[config.mk]
export PLATFORM = sky130hd
export DESIGN_NAME = rxr_dma
export DESIGN_NICKNAME = d
export VERILOG_FILES = /design/src/rtl/rxr_pkg.sv /design/src/rtl/rxr_lane_pack.sv /design/src/rtl/rxr_stat_pack.sv /design/src/rtl/rxr_next_sel.sv /design/src/rtl/rxr_dma.sv
export SDC_FILE = /design/constraint.sdc
export NUM_CORES = 1
export LEC_CHECK = 0
export ABC_AREA = 1
export BUFFER_PORTS_ARGS = -buffer_cell sky130_fd_sc_hd__buf_4
export CORE_UTILIZATION = 40
export DETAILED_ROUTE_END_ITERATION = 12
export GPL_TIMING_DRIVEN = 0
export PLACE_DENSITY = 0.71
export SETUP_SLACK_MARGIN = 0.1
export SYNTH_ARGS = -nofsm -noshare
export SYNTH_HDL_FRONTEND = slang
export SYNTH_SLANG_ARGS = --single-unit
[constraint.sdc]
create_clock -name clk -period 2.2 [get_ports clk]
set_clock_uncertainty 0.2 [all_clocks]
set_input_delay 0.33 -clock clk [delete_from_list [all_inputs] [get_ports clk]]
set_output_delay 0.33 -clock clk [all_outputs]
set_load 0.01 [all_outputs]
[src/rtl/rxr_pkg.sv]
package rxr_pkg;
   localparam int WORD_W    = 32;
   localparam int OWN_BIT   = 31;
   localparam int FIRST_BIT = 30;
   localparam int LAST_BIT  = 8;
   localparam int ERR_BIT   = 15;
   localparam int LEN_LSB   = 16;
   localparam int LEN_W     = 14;
   localparam int SIZE_W    = 11;
   localparam int CHAIN_BIT = 24;
   localparam int EOR_BIT   = 25;

   typedef enum logic [3:0] {
      ST_IDLE, ST_RD_STAT, ST_SUSP, ST_RD_CTL, ST_RD_BUF, ST_RD_LINK,
      ST_WAIT_SOF, ST_FILL, ST_WR_DATA, ST_WR_STAT
   } rxr_state_e;
endpackage

[src/rtl/rxr_lane_pack.sv]
module rxr_lane_pack #(
   parameter bit LSB_FIRST = 1'b1
) (
   input  logic [31:0] word_in,
   input  logic [1:0]  lane,
   input  logic [7:0]  byte_in,
   output logic [31:0] word_out
);
   logic [4:0]  shamt;
   logic [31:0] wide;

   assign wide = {24'd0, byte_in};

   generate
      if (LSB_FIRST) begin : g_lsb
         assign shamt = {lane, 3'b000};
      end else begin : g_msb
         assign shamt = {~lane, 3'b000};
      end
   endgenerate

   assign word_out = word_in | (wide << shamt);
endmodule

[src/rtl/rxr_stat_pack.sv]
module rxr_stat_pack (
   input  logic [rxr_pkg::LEN_W-1:0] frame_len,
   input  logic                      err,
   output logic [31:0]               word
);
   import rxr_pkg::*;
   always_comb begin
      word = '0;
      word[FIRST_BIT] = 1'b1;
      word[LAST_BIT]  = 1'b1;
      word[ERR_BIT]   = err;
      word[LEN_LSB +: LEN_W] = frame_len;
   end
endmodule

[src/rtl/rxr_next_sel.sv]
module rxr_next_sel #(
   parameter int AW = 16
) (
   input  logic [AW-1:0] cur,
   input  logic [AW-1:0] base,
   input  logic [AW-1:0] link,
   input  logic          chain,
   input  logic          eor,
   output logic [AW-1:0] next
);
   localparam logic [AW-1:0] STRIDE = AW'(4);
   always_comb begin
      if (chain)    next = link;
      else if (eor) next = base;
      else          next = cur + STRIDE;
   end
endmodule

[src/rtl/rxr_dma.sv]
module rxr_dma #(
   parameter int AW        = 16,
   parameter bit LSB_FIRST = 1'b1
) (
   input  logic          clk,
   input  logic          rst_n,
   input  logic          rx_enable,
   input  logic [AW-1:0] ring_base,
   input  logic          poll_demand,
   output logic          suspended,
   input  logic          s_valid,
   input  logic [7:0]    s_data,
   input  logic          s_sof,
   input  logic          s_eof,
   output logic          s_ready,
   output logic          mem_req,
   output logic          mem_we,
   output logic [AW-1:0] mem_addr,
   output logic [31:0]   mem_wdata,
   input  logic [31:0]   mem_rdata,
   input  logic          mem_ack
);
   import rxr_pkg::*;

   localparam logic [LEN_W-1:0] LEN_MAX = '1;

   generate
      if (AW < 4 || AW > 32) begin : g_bad_aw
         $error("rxr_dma: AW must lie in 4..32");
      end
   endgenerate

   rxr_state_e        st;
   logic [AW-1:0]     cur, link, buf_ptr, next_desc;
   logic [SIZE_W-1:0] size;
   logic              chain, eor, err, eof_seen;
   logic [LEN_W-1:0]  len;
   logic [2:0]        cnt;
   logic [31:0]       wbuf, wbuf_nx, stat_word;
   logic              take, store;
   logic              unused_rd;

   assign unused_rd = ^mem_rdata;

   rxr_lane_pack #(.LSB_FIRST(LSB_FIRST)) u_pack (
      .word_in(wbuf), .lane(cnt[1:0]), .byte_in(s_data), .word_out(wbuf_nx));

   rxr_stat_pack u_stat (.frame_len(len), .err(err), .word(stat_word));

   rxr_next_sel #(.AW(AW)) u_next (
      .cur(cur), .base(ring_base), .link(link), .chain(chain), .eor(eor),
      .next(next_desc));

   always_comb begin
      mem_req = 1'b0;
      mem_we  = 1'b0;
      mem_addr = cur;
      mem_wdata = wbuf;
      case (st)
         ST_RD_STAT: mem_req = 1'b1;
         ST_RD_CTL:  begin mem_req = 1'b1; mem_addr = cur + AW'(1); end
         ST_RD_BUF:  begin mem_req = 1'b1; mem_addr = cur + AW'(2); end
         ST_RD_LINK: begin mem_req = 1'b1; mem_addr = cur + AW'(3); end
         ST_WR_DATA: begin mem_req = 1'b1; mem_we = 1'b1; mem_addr = buf_ptr; end
         ST_WR_STAT: begin mem_req = 1'b1; mem_we = 1'b1; mem_wdata = stat_word; end
         default: ;
      endcase
   end

   assign suspended = (st == ST_SUSP);
   assign s_ready   = (st == ST_FILL) || (st == ST_WAIT_SOF && rx_enable);
   assign take      = s_valid && s_ready && (st == ST_FILL || s_sof);
   assign store     = len < LEN_W'(size);

   always_ff @(posedge clk or negedge rst_n) begin
      if (!rst_n) begin
         st <= ST_IDLE;
         cur <= '0; link <= '0; buf_ptr <= '0; size <= '0;
         chain <= 1'b0; eor <= 1'b0; err <= 1'b0; eof_seen <= 1'b0;
         len <= '0; cnt <= '0; wbuf <= '0;
      end else begin
         case (st)
            ST_IDLE: begin
               cur <= ring_base;
               if (rx_enable) st <= ST_RD_STAT;
            end
            ST_RD_STAT: if (mem_ack) st <= mem_rdata[OWN_BIT] ? ST_RD_CTL : ST_SUSP;
            ST_SUSP: begin
               if (!rx_enable)       st <= ST_IDLE;
               else if (poll_demand) st <= ST_RD_STAT;
            end
            ST_RD_CTL: if (mem_ack) begin
               size  <= mem_rdata[SIZE_W-1:0];
               chain <= mem_rdata[CHAIN_BIT];
               eor   <= mem_rdata[EOR_BIT];
               st    <= ST_RD_BUF;
            end
            ST_RD_BUF: if (mem_ack) begin
               buf_ptr <= mem_rdata[AW-1:0];
               st      <= ST_RD_LINK;
            end
            ST_RD_LINK: if (mem_ack) begin
               link <= mem_rdata[AW-1:0];
               st   <= ST_WAIT_SOF;
            end
            ST_WAIT_SOF, ST_FILL: begin
               if (st == ST_WAIT_SOF && !rx_enable) begin
                  st <= ST_IDLE;
               end else if (take) begin
                  st <= ST_FILL;
                  if (store) begin
                     wbuf <= wbuf_nx;
                     cnt  <= cnt + 3'd1;
                  end else begin
                     err <= 1'b1;
                  end
                  if (len != LEN_MAX) len <= len + 1'b1;
                  if (s_eof) begin
                     eof_seen <= 1'b1;
                     st <= (store || cnt != 3'd0) ? ST_WR_DATA : ST_WR_STAT;
                  end else if (store && cnt == 3'd3) begin
                     st <= ST_WR_DATA;
                  end
               end
            end
            ST_WR_DATA: if (mem_ack) begin
               buf_ptr <= buf_ptr + AW'(1);
               cnt  <= '0;
               wbuf <= '0;
               st   <= eof_seen ? ST_WR_STAT : ST_FILL;
            end
            ST_WR_STAT: if (mem_ack) begin
               cur <= next_desc;
               len <= '0; cnt <= '0; wbuf <= '0;
               err <= 1'b0; eof_seen <= 1'b0;
               st  <= rx_enable ? ST_RD_STAT : ST_IDLE;
            end
            default: st <= ST_IDLE;
         endcase
      end
   end
endmodule

---- Word level (Yosys, flattened, before mapping) ----
Cells that the tools add are included.
cells by class
  add/subtract/negate cells ............... 7
  magnitude comparators ................... 1
  eq/ne operators ......................... 27
  shift-type cells ........................ 1
  muxes and demuxes ....................... 53
  bitwise gates (word level) .............. 1
  reduce and logical (&&, ||, !) cells .... 27
operators with widths
  operator                                        number
  2-to-1 mux 32 bit                               5
  2-to-1 mux 16 bit                               5
  one-hot mux 16 bit (2 select lines)             2
  one-hot mux 16 bit (4 select lines)             1
  one-hot mux 32 bit (2 select lines)             1
  2-to-1 mux 14 bit                               4
  2-to-1 mux 4 bit                                14
  one-hot mux 4 bit (9 select lines)              1
  adder 16 x 1 -> 16 bit (second input constant)  2
  adder 16 x 2 -> 16 bit (second input constant)  2
  OR 32 bit                                       1
  << shifter 8 x 5 -> 32 bit                      1
  one-hot mux 14 bit (2 select lines)             1
  != test 2 bit (second input constant)           13
  AND reduction 5 bit                             4
  adder 16 x 3 -> 16 bit (second input constant)  1
  == test 4 x 3 -> 1 bit (second input constant)  4
  adder 14 x 1 -> 14 bit (second input constant)  1
  less-than comparator 14 x 11 -> 1 bit           1
  != test 14 bit (second input constant)          1
  2-to-1 mux 1 bit                                12
  2-to-1 mux 3 bit                                4
  AND reduction 9 bit                             1
  == test 4 x 2 -> 1 bit (second input constant)  2
  other kinds (18)                                33
storage, ports and cells
  flip-flop bits (word level) ............. 116
  bits of input ports ..................... 64
  output and inout port bits .............. 52
  word-level logic and storage cells ...... 129

---- Depth between registers and ports, before layout ----
  depth after elaboration ................. 8
  mapped depth ............................ 14
  mapped depth without buffers ............ 13

---- By module ----
From an unflattened synthesis, not the netlist that was laid out.
unflattened totals
  cell total of the unflattened synthesis .. 1,289
  area total of the unflattened synthesis .. 8,667.1 um2
modules (own cells, without submodules)
  module         times used  cells an instance  area an instance (um2)  seq. area each (um2)
  rxr_dma        1           1,036              7,277.0                 2,902.8
  rxr_next_sel   1           140                685.7                   0.0
  rxr_lane_pack  1           79                 456.7                   0.0
  rxr_stat_pack  1           34                 247.7                   0.0

---- Least setup slack after synthesis ----
OpenSTA, ideal clock, no wires.
  path type ............................... register -> output
  start point ............................. register st[1]
  end point ............................... output mem_addr[9]
  arrival time ............................ 1.901 ns
  required time ........................... 1.670 ns
  path slack .............................. -0.231 ns
  cell stages (with the launch flop) ...... 11
  buffers on the path ..................... 0
  cells stage by stage .................... dfrtp_1 > inv_2 > nand2_1 > nor2_2 > ha_1 > a21oi_1 > inv_1 > nand2_1 > o21ai_0 > o21ai_0 > o221ai_1
between the ends
  word-level cells in the longest chain between the ends .. 2
  elaborated cells on any way between the ends .. 5
  those cells by class .................... 4 x eq/ne; 1 x mux
ends and longest elaborated chain
  what                                     RTL line        text
  start, declared                          rxr_dma.sv:33   rxr_state_e st;
  start signal, assigned                   rxr_dma.sv:87   ST_RD_STAT: if (mem_ack) st <= mem_rdata[OWN_BIT] ? ST_RD_CTL : ST_SUSP;
  start signal, assigned                   rxr_dma.sv:120  st <= (store || cnt != 3'd0) ? ST_WR_DATA : ST_WR_STAT;
  start signal, assigned                   rxr_dma.sv:130  st <= eof_seen ? ST_WR_STAT : ST_FILL;
  == test 4 bit (tied with other cells)    rxr_dma.sv:59   case (st)
  one-hot mux 16 bit (4 select lines) (*)  rxr_dma.sv:59
  end, declared                            rxr_dma.sv:18   output logic [AW-1:0] mem_addr,
Every way passes the cells marked *; elsewhere a longest branch is shown, timed or not.

---- Worst setup path in the final report ----
  start point ............................. register st[3]
  end point ............................... output mem_addr[3]
Same word-level chain as after synthesis.

==> results.toml <==
[power]
total_power_mw = 16.8
p_sw_mw = 7.60
powerDensity_nw_per_um2 = 1340
vdd_drop_max_v = 0.000853
leakage_nw = 5.73
clockPowerShare_pct = 17.9
p_comb_share_pct = 58.4
sequentialPowerShare_pct = 23.7
switching_share_pct = 45.2
p_int_mw = 9.20

[grt]
grt_usage_pct = 29.0
overflow = 0
grt_antenna_before_repair = 1
grt_max_degree = 91
grt_pass1_wl_um = 44700
grt_pass1_vias = 8267

[final_layout]
drive_above_1_share_pct = 40.6
syn_to_final_growth_pct = 59.7
fin_util_pct = 66.3
nets = 1451
final_cell_mix = "nand2_1 (221), buf_4 (141), inv_1 (114)"
final_common_cell = "nand2_1"
fill_cells = 1423

[route]
num_vias = 9363
wl_met1_um = 12300
top_layer_used = "met4"
met2_wirelength_um = 15800
first_pass_iters = 6
avgViaCountPerCell = 5.70
wirelength_um = 32300
drt-initial-drc-count = 850
wl_met3_um = 2660
route.detailed.drc = 0
wl_per_cell_um = 19.7
ant_nets = 0

[run]
drv_cap = 0

[synthesis]
synthesis.nets = 1203
yosys_warnings = 0
seq_area_frac_synth_pct = 36.9
synth_flop_cell = "dfrtp_1"
syn-cell-area_um2 = 7860
ys_types = 46
ys_top_cells_by_area = "dfrtp_1 (37%), nand2_1 (14%), o21ai_0 (7.1%)"
synth_top_area_share_pct = 36.9
synthArstFlopShare_pct = 100
synthCells = 1120
avgSynthCellArea_um2 = 7.02
yosysTopAreaCell = "dfrtp_1"
ys_ff_latch = 116
synth_edf_count = 0

[timing]
fin_crit_sh_pct = 133
hold_slack_ns = -0.0000193
setup_violations = 82
finalCriticalPeriod_ns = 2.93
hold_violations = 1
slew_headroom_pct = 64.4
setup_slack_ns = -0.728
worst_pin_slew_ns = 0.532
grt_setup_unrepaired = "yes"
slew_violations = 0
fmax_ghz = 0.342
setup-tns-final_ns = -34.12

[worst_setup_path]
critPathKind = "reg -> out"
arrival_ns = 2.40
worstSetupStartpoint = "st[3]"
cp-start-kind = "flop"
critPathCaptureType = "primary output"
timing.rr.end = "len[9]"
endpoint = "mem_addr[3]"
worst-path-max-fanout = 6
r2r_setup_slack_ns = -0.34
worstPathRequired_ns = 1.67
rr_startpoint = "st[1]"
r2r_cells = 16

[die]
die_area_um2 = 20200
die_height_um = 142
start_util_pct = 41.5
die_w_um = 142
core_region_area_um2 = 19000
row_count = 50
num_io_pins = 116

[min_path]
hold_path.class = "in -> reg"

[clock_network]
clk_latency_ns = 0.43
htree_num_levels = 4
cts_sinks = 116
root_buffer = "clkbuf_16"
cts_buffers = 17
clock_path_buffers = 2
cts_tree = "built"
path_clk_slew_ns = 0.06

[run_status]
failed_checks = "hold timing, setup timing"
outcome = "complete, but fails checks"

[placed_design]
gp_congestion = 0.962
hpwl_um = 19600
port_buffers = 102
pre_cts_slack_ns = -0.505
-- state kept, by name, indices dropped and copies added, names as in the netlist --
name,flops
err,1
size,11
st,4
eof_seen,1
cur,16
cnt,3
link,16
eor,1
chain,1
len,14
buf_ptr,16
wbuf,32
-- worst min-delay path by stage --
stage	startpoint	endpoint	slack, ns	cells after the start
after CTS	ring_base[4]	cur[4]	0.006	3
after detailed placement	rst_n	buf_ptr[9]	0.02	1
after floorplan	rst_n	buf_ptr[0]	-0.17	0
final	ring_base[8]	cur[8]	-0.00002	3
after global routing	ring_base[8]	cur[8]	0.002	3
after global placement	wbuf[1]	wbuf[1]	0.27	2
-- worst max-delay path, cell delays in order (launching register included) --
cell	delay (ns)
dfrtp_1	0.40
inv_2	0.10
nand2_4	0.08
nor2_4	0.21
ha_4	0.24
a21oi_4	0.28
inv_4	0.12
nand2_1	0.09
xor2_1	0.06
o211ai_1	0.22
buf_4	0.17
-- layer usage --
metal	GRT usage, %	vias to the layer above
met2	47.3	548
met1	37.1	4479
li1	-	4221
met4	13.4	0
met5	0	-
met3	5.69	115
-- Yosys cell counts (3+ instances only) --
| master | count |
|---|---|
| nand2_1 | 286 |
| inv_1 | 128 |
| dfrtp_1 | 116 |
| o21ai_0 | 111 |
| nor2_1 | 95 |
| nand3_1 | 54 |
| o21ai_1 | 47 |
| nor3_1 | 35 |
| a21oi_1 | 27 |
| buf_2 | 25 |
| ha_1 | 18 |
| clkbuf_1 | 16 |
| o211ai_1 | 16 |
| xor2_1 | 14 |
| mux2_2 | 12 |
| inv_2 | 11 |
| o2111ai_1 | 11 |
| nand4_1 | 10 |
| a31oi_1 | 9 |
| nor2_2 | 9 |
| o22ai_1 | 9 |
| or2_2 | 9 |
| nand2_2 | 5 |
| nor2_4 | 5 |
| a22oi_1 | 4 |
| o21ai_2 | 4 |
| a41oi_1 | 3 |
| buf_4 | 3 |
| buf_6 | 3 |
-- metrics by stage --
step	cells	area (um2)
after floorplan	1120	7920
after global placement	1482	9010
after detailed placement	1483	9040
after CTS	1595	11000
after global routing	1642	12600
final	1642	12600
-- cells by family after synthesis --
| kind of cell | Yosys count | synth area share (%) |
|---|---|---|
| buf+inv | 188 | 9.80 |
| flops | 116 | 36.9 |
| fa+ha+maj | 19 | 3.12 |
| compound gates | 253 | 18.4 |
| xor+xnor | 14 | 1.56 |
| simple gates | 518 | 28.4 |
| mux | 12 | 1.72 |
-- cell type report --
type | count | area, um2 | area share (%)
Inverter | 140 | 548 | 4.36
Buffer | 45 | 497 | 3.96
Clock buffer | 17 | 425 | 3.39
Clock inverter | 15 | 194 | 1.54
Tap cell | 260 | 325 | 2.59
Multi-Input combinational cell | 816 | 5380 | 42.8
Sequential cell | 116 | 2920 | 23.2
Antenna cell | 1 | 2.50 | 0.0199
Timing Repair Buffer | 232 | 2270 | 18.1
-- timing repair --
item                       in CTS  in global routing
buffers inserted               56                 41
pin swaps                      28                 54
hold buffers                   19                  0
gates cloned                    6                  7
setup endpoints to repair     113                136
hold endpoints to repair       64                  0
gates resized for setup       182                296
-- power by group through the flow --
stage	Combinational (mW)	Clock, mW	Sequential, mW
floorplan	4.29	0	3.64
CTS	7.69	2.98	3.86
global placement	6.28	0	3.89
global route	10.5	3.09	4.06
finish	9.82	3.01	3.98
detailed placement	6.38	0	3.91
(Power assumes the default switching activity.)
